[src/rtl/iopc_pkg.sv]
package iopc_pkg;
    localparam int AW = 8;
    localparam int DW = 8;
    localparam int PA_W = 8;
    localparam int PB_W = 2;

    localparam logic [AW-1:0] ADDR_CFG = 8'h0E;
    localparam logic [AW-1:0] ADDR_PA  = 8'hA0;
    localparam logic [AW-1:0] ADDR_PB  = 8'hC0;

    typedef enum logic [1:0] {
        MAP_DEFAULT = 2'b00,
        MAP_PIN20   = 2'b01,
        MAP_PIN24   = 2'b10,
        MAP_RSVD    = 2'b11
    } pin_map_e;

    typedef struct packed {
        logic     shared_gpio;
        logic     push_pull;
        pin_map_e pin_map;
    } cfg_t;

    localparam int CFG_W = $bits(cfg_t);

    typedef enum logic [1:0] {SEL_NONE, SEL_CFG, SEL_PA, SEL_PB} sel_e;

    function automatic sel_e decode_addr(logic [AW-1:0] a);
        if (a == ADDR_CFG)     return SEL_CFG;
        else if (a == ADDR_PA) return SEL_PA;
        else if (a == ADDR_PB) return SEL_PB;
        else                   return SEL_NONE;
    endfunction
endpackage

[src/rtl/iopc_cfg_reg.sv]
module iopc_cfg_reg
    import iopc_pkg::*;
(
    input  logic           clk,
    input  logic           rst_por,
    input  logic           rst_sys,
    input  logic           wr_en,
    input  logic [CFG_W-1:0] wr_data,
    input  logic           osc_en,
    output cfg_t           cfg_q,
    output logic           conflict_q
);
    always_ff @(posedge clk) begin
        if (rst_por) begin
            cfg_q <= '{shared_gpio: 1'b0, push_pull: 1'b0, pin_map: MAP_DEFAULT};
        end else if (rst_sys) begin
            cfg_q.push_pull <= 1'b0;
        end else if (wr_en) begin
            cfg_q <= cfg_t'(wr_data);
        end
    end

    always_ff @(posedge clk) begin
        if (rst_por)
            conflict_q <= 1'b0;
        else if (osc_en && cfg_q.shared_gpio)
            conflict_q <= 1'b1;
    end

    assert_sysrst_partial_R2: assert property (@(posedge clk) disable iff (rst_por)
        rst_sys |=> (!cfg_q.push_pull && cfg_q.shared_gpio == $past(cfg_q.shared_gpio)
                     && cfg_q.pin_map == $past(cfg_q.pin_map)));

    assert_conflict_sticky_R9: assert property (@(posedge clk) disable iff (rst_por)
        conflict_q |=> conflict_q);
endmodule

[src/rtl/iopc_sync.sv]
module iopc_sync #(
    parameter int W = 8
) (
    input  logic         clk,
    input  logic         rst,
    input  logic [W-1:0] d,
    output logic [W-1:0] q
);
    logic [W-1:0] stage1;

    always_ff @(posedge clk) begin
        if (rst) begin
            stage1 <= '1;
            q      <= '1;
        end else begin
            stage1 <= d;
            q      <= stage1;
        end
    end

    assert_two_stage_R6: assert property (@(posedge clk) disable iff (rst)
        (!$past(rst) && !$past(rst, 2)) |-> q == $past(d, 2));
endmodule

[src/rtl/iopc_port_drv.sv]
module iopc_port_drv #(
    parameter int W = 8
) (
    input  logic         clk,
    input  logic         rst,
    input  logic         wr_en,
    input  logic [W-1:0] wr_data,
    input  logic         stop,
    input  logic         push_pull,
    output logic [W-1:0] oe,
    output logic [W-1:0] out,
    output logic [W-1:0] pu
);
    logic [W-1:0] latch_q;

    always_ff @(posedge clk) begin
        if (rst)
            latch_q <= '1;
        else if (wr_en && !stop)
            latch_q <= wr_data;
    end

    always_comb begin
        if (push_pull) begin
            oe  = '1;
            out = latch_q;
            pu  = '0;
        end else begin
            oe  = ~latch_q;
            out = '0;
            pu  = '1;
        end
    end

    assert_stop_hold_R8: assert property (@(posedge clk) disable iff (rst)
        stop |=> $stable(latch_q));

    assert_od_never_high_R4: assert property (@(posedge clk) disable iff (rst)
        !push_pull |-> ((oe & out) == '0));
endmodule

[src/rtl/iopc_top.sv]
module iopc_top
    import iopc_pkg::*;
(
    input  logic            clk,
    input  logic            rst_por,
    input  logic            rst_sys,
    input  logic            stop_i,
    input  logic            osc_en_i,
    input  logic [AW-1:0]   bus_addr,
    input  logic            bus_we,
    input  logic [DW-1:0]   bus_wdata,
    output logic [DW-1:0]   bus_rdata,
    input  logic [PA_W-1:0] pa_in,
    output logic [PA_W-1:0] pa_oe,
    output logic [PA_W-1:0] pa_out,
    output logic [PA_W-1:0] pa_pu,
    input  logic [PB_W-1:0] pb_in,
    output logic [PB_W-1:0] pb_oe,
    output logic [PB_W-1:0] pb_out,
    output logic [PB_W-1:0] pb_pu,
    output logic            osc_run_o,
    output logic            conflict_o
);
    sel_e sel;
    cfg_t cfg;
    logic rst_any;
    logic wr_ok;
    logic clock_mode;
    logic [PA_W-1:0] pa_sync;
    logic [PB_W-1:0] pb_sync;
    logic [PB_W-1:0] pbd_oe, pbd_out, pbd_pu;

    assign sel     = decode_addr(bus_addr);
    assign rst_any = rst_por | rst_sys;
    assign wr_ok   = bus_we & ~stop_i;

    iopc_cfg_reg u_cfg (
        .clk       (clk),
        .rst_por   (rst_por),
        .rst_sys   (rst_sys),
        .wr_en     (wr_ok && sel == SEL_CFG),
        .wr_data   (bus_wdata[CFG_W-1:0]),
        .osc_en    (osc_en_i),
        .cfg_q     (cfg),
        .conflict_q(conflict_o)
    );

    iopc_sync #(.W(PA_W)) u_sync_a (.clk(clk), .rst(rst_any), .d(pa_in), .q(pa_sync));
    iopc_sync #(.W(PB_W)) u_sync_b (.clk(clk), .rst(rst_any), .d(pb_in), .q(pb_sync));

    iopc_port_drv #(.W(PA_W)) u_drv_a (
        .clk      (clk),
        .rst      (rst_any),
        .wr_en    (wr_ok && sel == SEL_PA),
        .wr_data  (bus_wdata[PA_W-1:0]),
        .stop     (stop_i),
        .push_pull(cfg.push_pull),
        .oe       (pa_oe),
        .out      (pa_out),
        .pu       (pa_pu)
    );

    iopc_port_drv #(.W(PB_W)) u_drv_b (
        .clk      (clk),
        .rst      (rst_any),
        .wr_en    (wr_ok && sel == SEL_PB),
        .wr_data  (bus_wdata[PB_W-1:0]),
        .stop     (stop_i),
        .push_pull(1'b0),
        .oe       (pbd_oe),
        .out      (pbd_out),
        .pu       (pbd_pu)
    );

    // Clock function takes the shared pins whenever the oscillator is enabled.
    assign clock_mode = ~cfg.shared_gpio | osc_en_i;
    assign osc_run_o  = osc_en_i & ~stop_i;

    always_comb begin
        if (clock_mode) begin
            pb_oe  = stop_i ? '1 : '0;
            pb_out = '0;
            pb_pu  = '0;
        end else begin
            pb_oe  = pbd_oe;
            pb_out = pbd_out;
            pb_pu  = pbd_pu;
        end
    end

    always_comb begin
        unique case (sel)
            SEL_CFG: bus_rdata = DW'(cfg);
            SEL_PA:  bus_rdata = DW'(pa_sync);
            SEL_PB:  bus_rdata = DW'(pb_sync);
            default: bus_rdata = '0;
        endcase
    end

    assert_clock_wins_R9: assert property (@(posedge clk) disable iff (rst_por)
        osc_en_i |-> (pb_pu == '0 && (stop_i || pb_oe == '0)));

    assert_stop_pins_low_R8: assert property (@(posedge clk) disable iff (rst_por)
        (stop_i && !cfg.shared_gpio) |-> (pb_oe == '1 && pb_out == '0 && !osc_run_o));

    assert_unused_bits_zero_R3: assert property (@(posedge clk) disable iff (rst_por)
        (sel == SEL_CFG) |-> (bus_rdata[DW-1:CFG_W] == '0));
endmodule

[config.mk]
export PLATFORM = sky130hd
export DESIGN_NAME = iopc_top
export DESIGN_NICKNAME = d
export VERILOG_FILES = /design/src/rtl/iopc_pkg.sv /design/src/rtl/iopc_cfg_reg.sv /design/src/rtl/iopc_sync.sv /design/src/rtl/iopc_port_drv.sv /design/src/rtl/iopc_top.sv
export SDC_FILE = /design/constraint.sdc
export NUM_CORES = 1
export LEC_CHECK = 0
export BUFFER_PORTS_ARGS = -buffer_cell sky130_fd_sc_hd__buf_2
export CORE_ASPECT_RATIO = 1.75
export CORE_MARGIN = 8
export CORE_UTILIZATION = 43
export CTS_CLUSTER_DIAMETER = 80
export CTS_CLUSTER_SIZE = 20
export DETAILED_ROUTE_END_ITERATION = 10
export PLACE_DENSITY = 0.8
export SYNTH_ARGS = -nofsm -noshare
export SYNTH_HDL_FRONTEND = slang
export SYNTH_HIERARCHICAL = 1
export SYNTH_SLANG_ARGS = --single-unit
[constraint.sdc]
create_clock -name clk -period 1.75 [get_ports clk]
set_input_delay 0.175 -clock clk [delete_from_list [all_inputs] [get_ports clk]]
set_output_delay 0.175 -clock clk [all_outputs]
set_load 0.01 [all_outputs]
==> run summary, run 1 <==
GR Overflow Total: 0
vias per inst: 4.59
PortBufs: 69
Max Cap Violations: 0
Critical Path RT: 1.57 ns
Syn Inst Count: 168
Final setup viols: 0
critical path class: reg -> out
status: finished, final reports clean
Startpoint Class: flip-flop
layout cells sized above 1: 40.0%
crit end category: primary output
gr usage total: 11.9%
DP Wirelength: 2920 microns
commonest non-fill, non-tap cell in the layout: buf_2
first-pass GRT wire length: 5970 microns
post-placement setup slack: 0.105 ns
CORE AREA: 3630 sq um
H-Tree Depth: 2
post-route clock period utilization: 88.0%
Top FF cell, synth: dfxtp_1
final hold violation count: 0
Synth area leader: dfxtp_1
Cell Pwr Density: 740 nW/um^2
most frequent cells in the layout: buf_2 (69), dfxtp_1 (35), or2_1 (20)
Fillers: 354
ANT cells: 0
Worst-Skew Late Latency: 0.28 ns
Pwr Total: 1.49 mW
setup TNS: 0 ns
worst-path fanout max: 7
Post-DRT Antenna Nets: 0
worst IR drop on VDD: 0.701 mV
Num CTS Buffers: 5
Synth area leaders: dfxtp_1 (43%), or2_1 (7.7%), mux2i_1 (6.8%)
crit path time final: 1.54 ns
cell area after synthesis: 1620 sq um
register area share after synthesis: 43.1%
Hold Crit Class: in -> reg
post-DR wirelength/cell: 12.9 microns
Nets: 266
HP Start: pa_in[7]
RSZ-0062 raised after global routing: no
P&R area growth vs syn: 23.8%
worst r2r dst: u_cfg/cfg_q[2]$_SDFFE_PP0P_
#FFs+latches synth: 35
distinct cell type count after synthesis: 32
skew final: 0.000597 ns
Post CTS Setup Buffer Count: 0
Chip Width: 62.5 microns
Initial DRT Pass Iterations: 3
Max clock buf depth: 2
die area: 6080 sq um
Routed WL: 3620 microns
Post-synth EDFFs: 0
worst reg2reg setup slack: 0.92 ns
routability cong.: 0.765
DR iter-0 viols: 38
Ports: 72
Slew Limit Fails: 0
initial antenna violation count: 0
relative slew slack: 57.9%
Lkg Pwr: 0.952 nW
Slew @ Worst Pin: 0.632 ns
syn avg cell area: 9.67 sq um
CTS tree: built
initial core utilization: 44.8%
post-synth top area share: 43.1%
clock root buffer: clkbuf_8
row cnt: 29
Crit. Startpoint: u_cfg/cfg_q[3]$_SDFFE_PP0P_
hold_buf cts: 0
DRC errors left: 0
FMAX: 649 MHz
# clock sinks: 35
Reg clk slew, reported paths: 0.07 ns
Async SR Flop Fraction: 0%
CP Capture Point: pb_oe[0]
vias in the first global route: 1311
die height: 97.3 microns
cts repair resizes: 0
pin count of the biggest net entering global routing: 41
Yosys warning total: 6
PnR worst setup slack: 0.210 ns
via count: 1289
Reg2Reg Depth: 2
Data arrival, critical path: 1.36 ns
worst flop-to-flop path startpoint: u_cfg/cfg_q[2]$_SDFFE_PP0P_
-- layout make-up --
type | count | area (sq um) | share of cell area [%]
clock buffers | 5 | 68.8 | 3.42
clock inverters | 3 | 25.0 | 1.24
inverters | 2 | 7.51 | 0.373
multi-input cells | 120 | 798 | 39.7
flip-flops and latches | 35 | 701 | 34.8
well taps | 46 | 57.6 | 2.86
repair buffers | 70 | 353 | 17.5
-- synthesized netlist by cell type, types with 2 or more instances --
master      n
and3b_1     2
a22o_1      2
o21ai_2     3
nand2_1    14
nor2b_4     3
nor2b_1     2
mux2i_1    11
buf_4       8
nand4bb_1   3
nor2_2      2
a221o_1     2
nand2b_1    4
and3_2      3
dfxtp_1    35
buf_6       4
and2_1     17
nor2_1     19
or2_1      20
-- logic make-up after synthesis --
group | after synthesis | synth area share (%)
AND/OR/NAND/NOR | 98 | 37.4
flip-flops | 35 | 43.1
buffers and inverters | 15 | 8.17
multiplexers | 11 | 6.78
AO/OA/AOI/OAI | 8 | 4.24
other | 1 | 0.231
-- how the worst min path moves through the flow --
| stage | endpoint | slack [ns] | cells past startpoint |
|---|---|---|---|
| after detailed placement | u_sync_b/stage1[0]$_SDFF_PP1_ | 0.35 | 2 |
| after floorplan | u_cfg/cfg_q[2]$_SDFFE_PP0P_ | 0.24 | 1 |
| after global placement | u_sync_a/stage1[7]$_SDFF_PP1_ | 0.35 | 2 |
| final | u_sync_a/stage1[7]$_SDFF_PP1_ | 0.06 | 2 |
| after global routing | u_sync_a/stage1[4]$_SDFF_PP1_ | 0.06 | 2 |
| after CTS | u_sync_a/stage1[1]$_SDFF_PP1_ | 0.05 | 2 |
-- worst max-delay path, stage by stage (launching register included) --
cell and delay [ns]:
dfxtp_1 0.39, nor2b_1 0.33, nand2b_1 0.17, nand2_1 0.05, buf_2 0.13
-- report_power, final --
group	total [mW]	internal (mW)	switching (mW)
sequential	0.811	0.809	0.00239
clock	0.577	0.284	0.293
combinational	0.0995	0.0486	0.0509
total	1.49	1.14	0.346
-- sequential cells by signal (all words and copies together), names as in the netlist --
register,count
u_sync_a/stage1,8
u_sync_b/q,2
u_drv_b/latch_q,2
u_cfg/conflict_q,1
u_cfg/cfg_q,4
u_sync_b/stage1,2
u_drv_a/latch_q,8
u_sync_a/q,8
-- metrics by stage --
| stage | cell area, sq um | utilization [%] | std cells | hold WS, ns |
|---|---|---|---|---|
| floorplan | 1630 | - | 170 | 0.244 |
| finish | 2010 | 55.4 | 281 | 0.0644 |
| global route | 2010 | 55.4 | 281 | 0.0570 |
| detailed placement | 1920 | 52.8 | 273 | 0.354 |
| CTS | 2010 | 55.4 | 281 | 0.0537 |
| global placement | 1920 | 52.8 | 273 | 0.352 |
-- metal layers --
metal | track usage (%) | vias to the layer above | part of all wire (%)
li1 | - | 671 | -
met1 | 9.44 | 570 | 33
met2 | 23.0 | 43 | 55
met3 | 5.31 | 5 | 9.5
met4 | 6.36 | 0 | 2.3
met5 | 0 | - | 0
Power figures use the tool's default switching activity.
==> run 2, diff against run 1 <==
- CORE_MARGIN: 8 -> unset
==> run 2 against run 1 <==
Effect of this change: critical path depth is the same; count of clock-buffer cells in the layout unchanged; non-clock buffer count stayed put; maximum frequency is 0.17% lower.
==> run summary, run 2 (same netlist as run 1, synthesis figures left out) <==
skew final: 0.00190 ns (+0.00130 ns)
Cell Pwr Density: 812 nW/um^2 (+9.8%)
Critical Path RT: 1.57 ns (about the same)
CTS tree: built
clock root buffer: clkbuf_8
routability cong.: 0.753 (-1.6%)
Gate power share: 6.0% (-0.7 points)
Min Hold Slack: 0.0516 ns (-0.0128 ns)
pin count of the biggest net entering global routing: 41 (unchanged)
cts repair resizes: 0 (unchanged)
layout cells sized above 1: 40.0% (unchanged)
post-placement setup slack: 0.106 ns (+0.000618 ns)
RSZ-0062 raised after global routing: no
Flop pwr share: 49.1% (-5.4 points)
H-Tree Depth: 2 (unchanged)
Nets: 266 (unchanged)
final hold violation count: 0 (unchanged)
post-DR wirelength/cell: 10.6 microns (-17%)
post-route clock period utilization: 88.1% (+0.15 points)
Pwr Total: 1.65 mW (+11%)
Chip Width: 48.5 microns (-22%)
gr usage total: 16.3% (+4.4 points)
critical path class: reg -> out
worst flop-to-flop path startpoint: u_cfg/cfg_q[2]$_SDFFE_PP0P_
worst r2r dst: u_cfg/cfg_q[2]$_SDFFE_PP0P_
worst-path fanout max: 7 (unchanged)
Data arrival, critical path: 1.37 ns (about the same)
crit end category: primary output
Slew Limit Fails: 0 (unchanged)
status: finished, final reports clean
setup TNS: 0 ns (unchanged)
commonest non-fill, non-tap cell in the layout: buf_2
Ports: 72 (unchanged)
hold_buf cts: 0 (unchanged)
initial core utilization: 44.8% (unchanged)
Regs by FF count: u_drv_a/latch_q: 8 flops, u_sync_a/q: 8 flops, u_sync_a/stage1: 8 flops
relative slew slack: 59.3% (+1.5 points)
Fillers: 343 (-3.1%)
Register Area: 701 sq um (unchanged)
switching share of power: 22.0% (-1.3 points)
Num CTS Buffers: 5 (unchanged)
Reg clk slew, reported paths: 0.07 ns (about the same)
DRC errors left: 0 (unchanged)
GR Overflow Total: 0 (unchanged)
PortBufs: 69 (unchanged)
Routed WL: 2990 microns (-17%)
via count: 1288 (-0.078%)
Multi-input gate area: 798 sq um (unchanged)
Post-DRT Antenna Nets: 0 (unchanged)
die height: 83.3 microns (-14%)
crit path time final: 1.54 ns (+0.00268 ns)
die area: 4040 sq um (-34%)
Initial DRT Pass Iterations: 2 (-1)
Max Cap Violations: 0 (unchanged)
Hold Crit Class: in -> reg
Slew @ Worst Pin: 0.610 ns (-0.0218 ns)
first-pass GRT wire length: 5060 microns (-15%)
PnR worst setup slack: 0.207 ns (-0.00268 ns)
DR iter-0 viols: 20 (-47%)
ANT cells: 0 (unchanged)
Max clock buf depth: 2 (unchanged)
initial antenna violation count: 0 (unchanged)
Final setup viols: 0 (unchanged)
vias in the first global route: 1183 (-9.8%)
Switching Power: 0.363 mW (+4.7%)
sink of the worst hold path: u_sync_a/stage1[0]$_SDFF_PP1_
row cnt: 29 (unchanged)
CORE AREA: 3630 sq um (unchanged)
clock share of power: 44.9% (+6.1 points)
DP Wirelength: 2310 microns (-21%)
vias per inst: 4.58 (about the same)
Hold Path Stages: 2 (unchanged)
most frequent cells in the layout: buf_2 (69), dfxtp_1 (35), or2_1 (20)
HP Start: pa_in[0]
Worst-Skew Late Latency: 0.29 ns (about the same)
Startpoint Class: flip-flop
Lkg Pwr: 0.966 nW (+1.5%)
P&R area growth vs syn: 25.2%
Post CTS Setup Buffer Count: 0 (unchanged)
P_int: 1.29 mW (+13%)
# clock sinks: 35 (unchanged)
FMAX: 648 MHz (-0.17%)
worst reg2reg setup slack: 0.90 ns (-0.02 ns)
Reg2Reg Depth: 2 (unchanged)
worst IR drop on VDD: 0.575 mV (-18%)
==> run 2: stage by stage <==
step	cell area (sq um)	cells	util [%]
2_1_floorplan	1630	170	-
3_3_place_gp	1920	273	52.8
3_5_place_dp	1920	273	52.8
4_1_cts	2030	281	56.0
5_1_grt	2030	281	56.0
6_report	2030	281	56.0
==> run 2: layer usage <==
metal	vias up	GRT usage [%]	wire, microns	part of all wire (%)
met1	562	13.7	1070	36
met3	10	5.86	174	5.8
li1	668	-	-	-
met4	0	8.82	101	3.4
met5	-	0	0	0
met2	48	31.5	1650	55
==> run 2: worst max path at each step <==
| stage | slack [ns] | from | depth (start not counted) | end |
|---|---|---|---|---|
| floorplan | 0.35 | bus_addr[3] | 7 | u_drv_a/latch_q[0]$_SDFFE_PP1P_ |
| global placement | 0.19 | bus_addr[3] | 6 | u_drv_a/latch_q[2]$_SDFFE_PP1P_ |
| detailed placement | 0.11 | bus_addr[3] | 6 | u_drv_a/latch_q[7]$_SDFFE_PP1P_ |
| CTS | 0.19 | u_cfg/cfg_q[3]$_SDFFE_PP0P_ | 4 | pb_oe[1] |
| global route | 0.08 | u_cfg/cfg_q[3]$_SDFFE_PP0P_ | 4 | pb_oe[1] |
| finish | 0.21 | u_cfg/cfg_q[3]$_SDFFE_PP0P_ | 4 | pb_oe[1] |
==> run 2: worst max-delay path, cell delays in order, from the launching register on <==
cell and delay, ns:
dfxtp_1 0.39, nor2b_1 0.34, nand2b_1 0.17, nand2_1 0.05
buf_2 0.13
==> run 2: power groups by stage <==
stage,combinational [mW],sequential [mW],clock (mW)
2_1_floorplan,0.0525,0.829,0
3_3_place_gp,0.0974,0.829,0
3_5_place_dp,0.0993,0.830,0
4_1_cts,0.0996,0.811,0.765
5_1_grt,0.111,0.812,0.800
6_report,0.0985,0.811,0.742
==> run 2: cell type report <==
class                      instances  share of cell area [%]
multi-input combinational        120                    39.3
sequential                        35                    34.5
timing repair buffer              70                    17.4
clock buffer                       5                    3.38
tap                               46                    2.83
clock inverter                     3                    2.34
inverter                           2                   0.369
==> run 3, diff against run 2 <==
- PLACE_DENSITY: 0.8 -> 0.81
- SYNTH_HIERARCHICAL: 1 -> unset
- TNS_END_PERCENT: unset -> 1
==> run 3 against run 2 <==
Effect of this change: highest routed layer unchanged; clock power down 25%; final area decreased by 3.7%; largest cell class unchanged; first-iteration DRC count is 70% lower; register-to-register slack improved by 0.07 ns; via count is 7.1% higher; critical path depth increased by 1; maximum frequency up 0.94%; sequential share of layout area rose by 1.3 points; synthesized cell count grew 1.2%; combinational power grew 13%.
==> run summary, run 3 <==
worst IR drop on VDD: 0.611 mV (+6.3%)
die height: 81.3 microns (-2.4%)
PortBufs: 69 (unchanged)
setup TNS: 0 ns (unchanged)
P&R area growth vs syn: 26.6%
commonest non-fill, non-tap cell in the layout: buf_2
Synth area leaders: dfxtp_1 (45%), or3_1 (8.1%), mux2i_1 (6.5%)
Top FF cell, synth: dfxtp_1
worst-path fanout max: 5 (-2)
Initial DRT Pass Iterations: 5 (+3)
cell area after synthesis: 1550 sq um (-4.8%)
DP Wirelength: 2440 microns (+5.7%)
Regs by FF count: u_drv_a.latch_q: 8 flops, u_sync_a.q: 8 flops, u_sync_a.stage1: 8 flops
initial core utilization: 45.5% (+0.75 points)
max incr delay on CP: 0.58 ns (+0.19 ns)
WL met1: 1140 microns (+7.1%)
Worst-Skew Late Latency: 0.28 ns (about the same)
Num CTS Buffers: 5 (unchanged)
Async SR Flop Fraction: 0% (unchanged)
Yosys warning total: 0 (-6)
Cell Pwr Density: 754 nW/um^2 (-7.2%)
Lkg Pwr: 0.996 nW (+3.0%)
Final setup viols: 0 (unchanged)
layout cells sized above 1: 37.2% (-2.8 points)
slowest library cell on the worst path: or4b_4
Routed WL: 3120 microns (+4.2%)
crit path time final: 1.53 ns (-0.0144 ns)
Startpoint Class: input port
Post-DRT Antenna Nets: 0 (unchanged)
critical-path cell list: buf_2 -> or4b_4 -> nor2_1 -> a22o_1 -> buf_2
distinct cell type count after synthesis: 31 (-3.1%)
register area share after synthesis: 45.3% (+2.2 points)
final hold violation count: 0 (unchanged)
Post CTS Setup Buffer Count: 0 (unchanged)
Synth top cells by count: dfxtp_1 (35), nor2_1 (20), or3_1 (20), buf_4 (10), mux2i_1 (10)
Chip Width: 47.3 microns (-2.3%)
vias per inst: 4.95 (+7.9%)
met3 wire length: 164 microns (-5.7%)
row cnt: 28 (-3.4%)
# clock sinks: 35 (unchanged)
hold_buf cts: 0 (unchanged)
Slew Limit Fails: 0 (unchanged)
Max clock buf depth: 2 (unchanged)
HP Start: pa_in[0]
die area: 3850 sq um (-4.6%)
post-route clock period utilization: 87.3% (-0.82 points)
skew final: 0.000994 ns (-0.000908 ns)
syn avg cell area: 9.10 sq um (-5.9%)
post-DR wirelength/cell: 11.2 microns (+5.0%)
DR top layer: met4
Post-synth EDFFs: 0 (unchanged)
via count: 1380 (+7.1%)
Reg clk slew, reported paths: 0.07 ns (about the same)
Syn Inst Count: 170 (+1.2%)
routability cong.: 0.742 (-1.4%)
CP dominant cell by count: buf_2
DRC errors left: 0 (unchanged)
ANT cells: 0 (unchanged)
post-synth top area share: 45.3% (+2.2 points)
gr usage total: 18.6% (+2.3 points)
CORE AREA: 3400 sq um (-6.3%)
Data arrival, critical path: 1.35 ns (-0.02 ns)
worst flop-to-flop path startpoint: u_cfg.cfg_q[2]$_SDFFE_PP0P_
Critical Path RT: 1.57 ns (about the same)
clock root buffer: clkbuf_8
GR Overflow Total: 0 (unchanged)
first-pass GRT wire length: 4920 microns (-2.9%)
Ports: 72 (unchanged)
cts repair resizes: 0 (unchanged)
most frequent cells in the layout: buf_2 (69), dfxtp_1 (35), nor2_1 (20), or3_1 (20), mux2i_1 (10)
pin count of the biggest net entering global routing: 26 (-37%)
final cell count without fillers: 279 (-0.71%)
initial antenna violation count: 0 (unchanged)
RSZ-0062 raised after global routing: no
Synth area leader: dfxtp_1
Hold Crit Class: in -> reg
CTS tree: built
critical path class: in -> out
most common cell in the netlist: dfxtp_1
H-Tree Depth: 2 (unchanged)
Crit. Startpoint: bus_addr[5]
#FFs+latches synth: 35 (unchanged)
vias in the first global route: 1209 (+2.2%)
met2 wire len: 1730 microns (+5.0%)
placed insts: 271 (-0.73%)
DR iter-0 viols: 6 (-70%)
Nets: 265 (-0.38%)
Max Cap Violations: 0 (unchanged)
crit end category: primary output
FMAX: 654 MHz (+0.94%)
status: finished, final reports clean
==> run 3: cell types whose count changed after synthesis, moves of 5 or more <==
cell | before | now
nand3_1 | 0 | 8
or3_1 | 0 | 20
and2_1 | 17 | 9
or2_1 | 20 | 0
clkbuf_1 | 0 | 5
nand2_1 | 14 | 9
==> run 3: power breakdown <==
part	total, mW	internal, mW	switching [mW]
logic	0.111	0.0501	0.0610
clock network	0.553	0.277	0.276
registers	0.812	0.809	0.00235
==> run 3: layout make-up <==
cell class              count  area, sq um
fillers                   334         1440
multi-input cells         116          733
flip-flops and latches     35          701
repair buffers             73          375
clock buffers               6         72.6
well taps                  45         56.3
clock inverters             2         12.5
inverters                   2         7.51
==> run 3: worst paths after layout <==
kind                                    to  slack, ns  cells past startpoint
max                           bus_rdata[3]       0.22                      5
min          u_sync_a.stage1[0]$_SDFF_PP1_       0.06                      2
max reg2reg    u_cfg.cfg_q[2]$_SDFFE_PP0P_       0.97                      3
min reg2reg       u_sync_b.q[0]$_SDFF_PP1_       0.40                      1
==> run 3: routing by layer <==
metal	global-route usage, %	vias up
li1	-	708
met1	15.9	614
met2	34.5	51
met3	5.33	7
met4	11.1	0
met5	0	-
==> run 3: stage by stage <==
step	total power [mW]	hold WS, ns	worst slack [ns]	instance area, sq um	utilization, %
2_1_floorplan	0.885	0.274	0.531	1550	-
3_3_place_gp	0.939	0.351	0.219	1870	55.1
3_5_place_dp	0.942	0.354	0.206	1870	55.1
6_report	1.48	0.0611	0.222	1960	57.6
5_1_grt	1.54	0.0487	0.122	1960	57.6
4_1_cts	1.49	0.0499	0.205	1960	57.6
==> run 3: logic make-up (layout without fill, tap and decap cells) <==
logic type	Yosys count	after routing	synth area share [%]
flops	35	35	45.3
compound gates	13	13	5.34
mux	10	10	6.47
buf+inv	20	83	7.52
simple gates	91	91	35.1
other cells	1	2	0.242
==> run 3: critical path: cells and delay by family <==
| family | cells | cell delay [ns] |
|---|---|---|
| buf+inv | 2 | 0.25 |
| simple gates | 2 | 0.78 |
| compound gates | 1 | 0.15 |
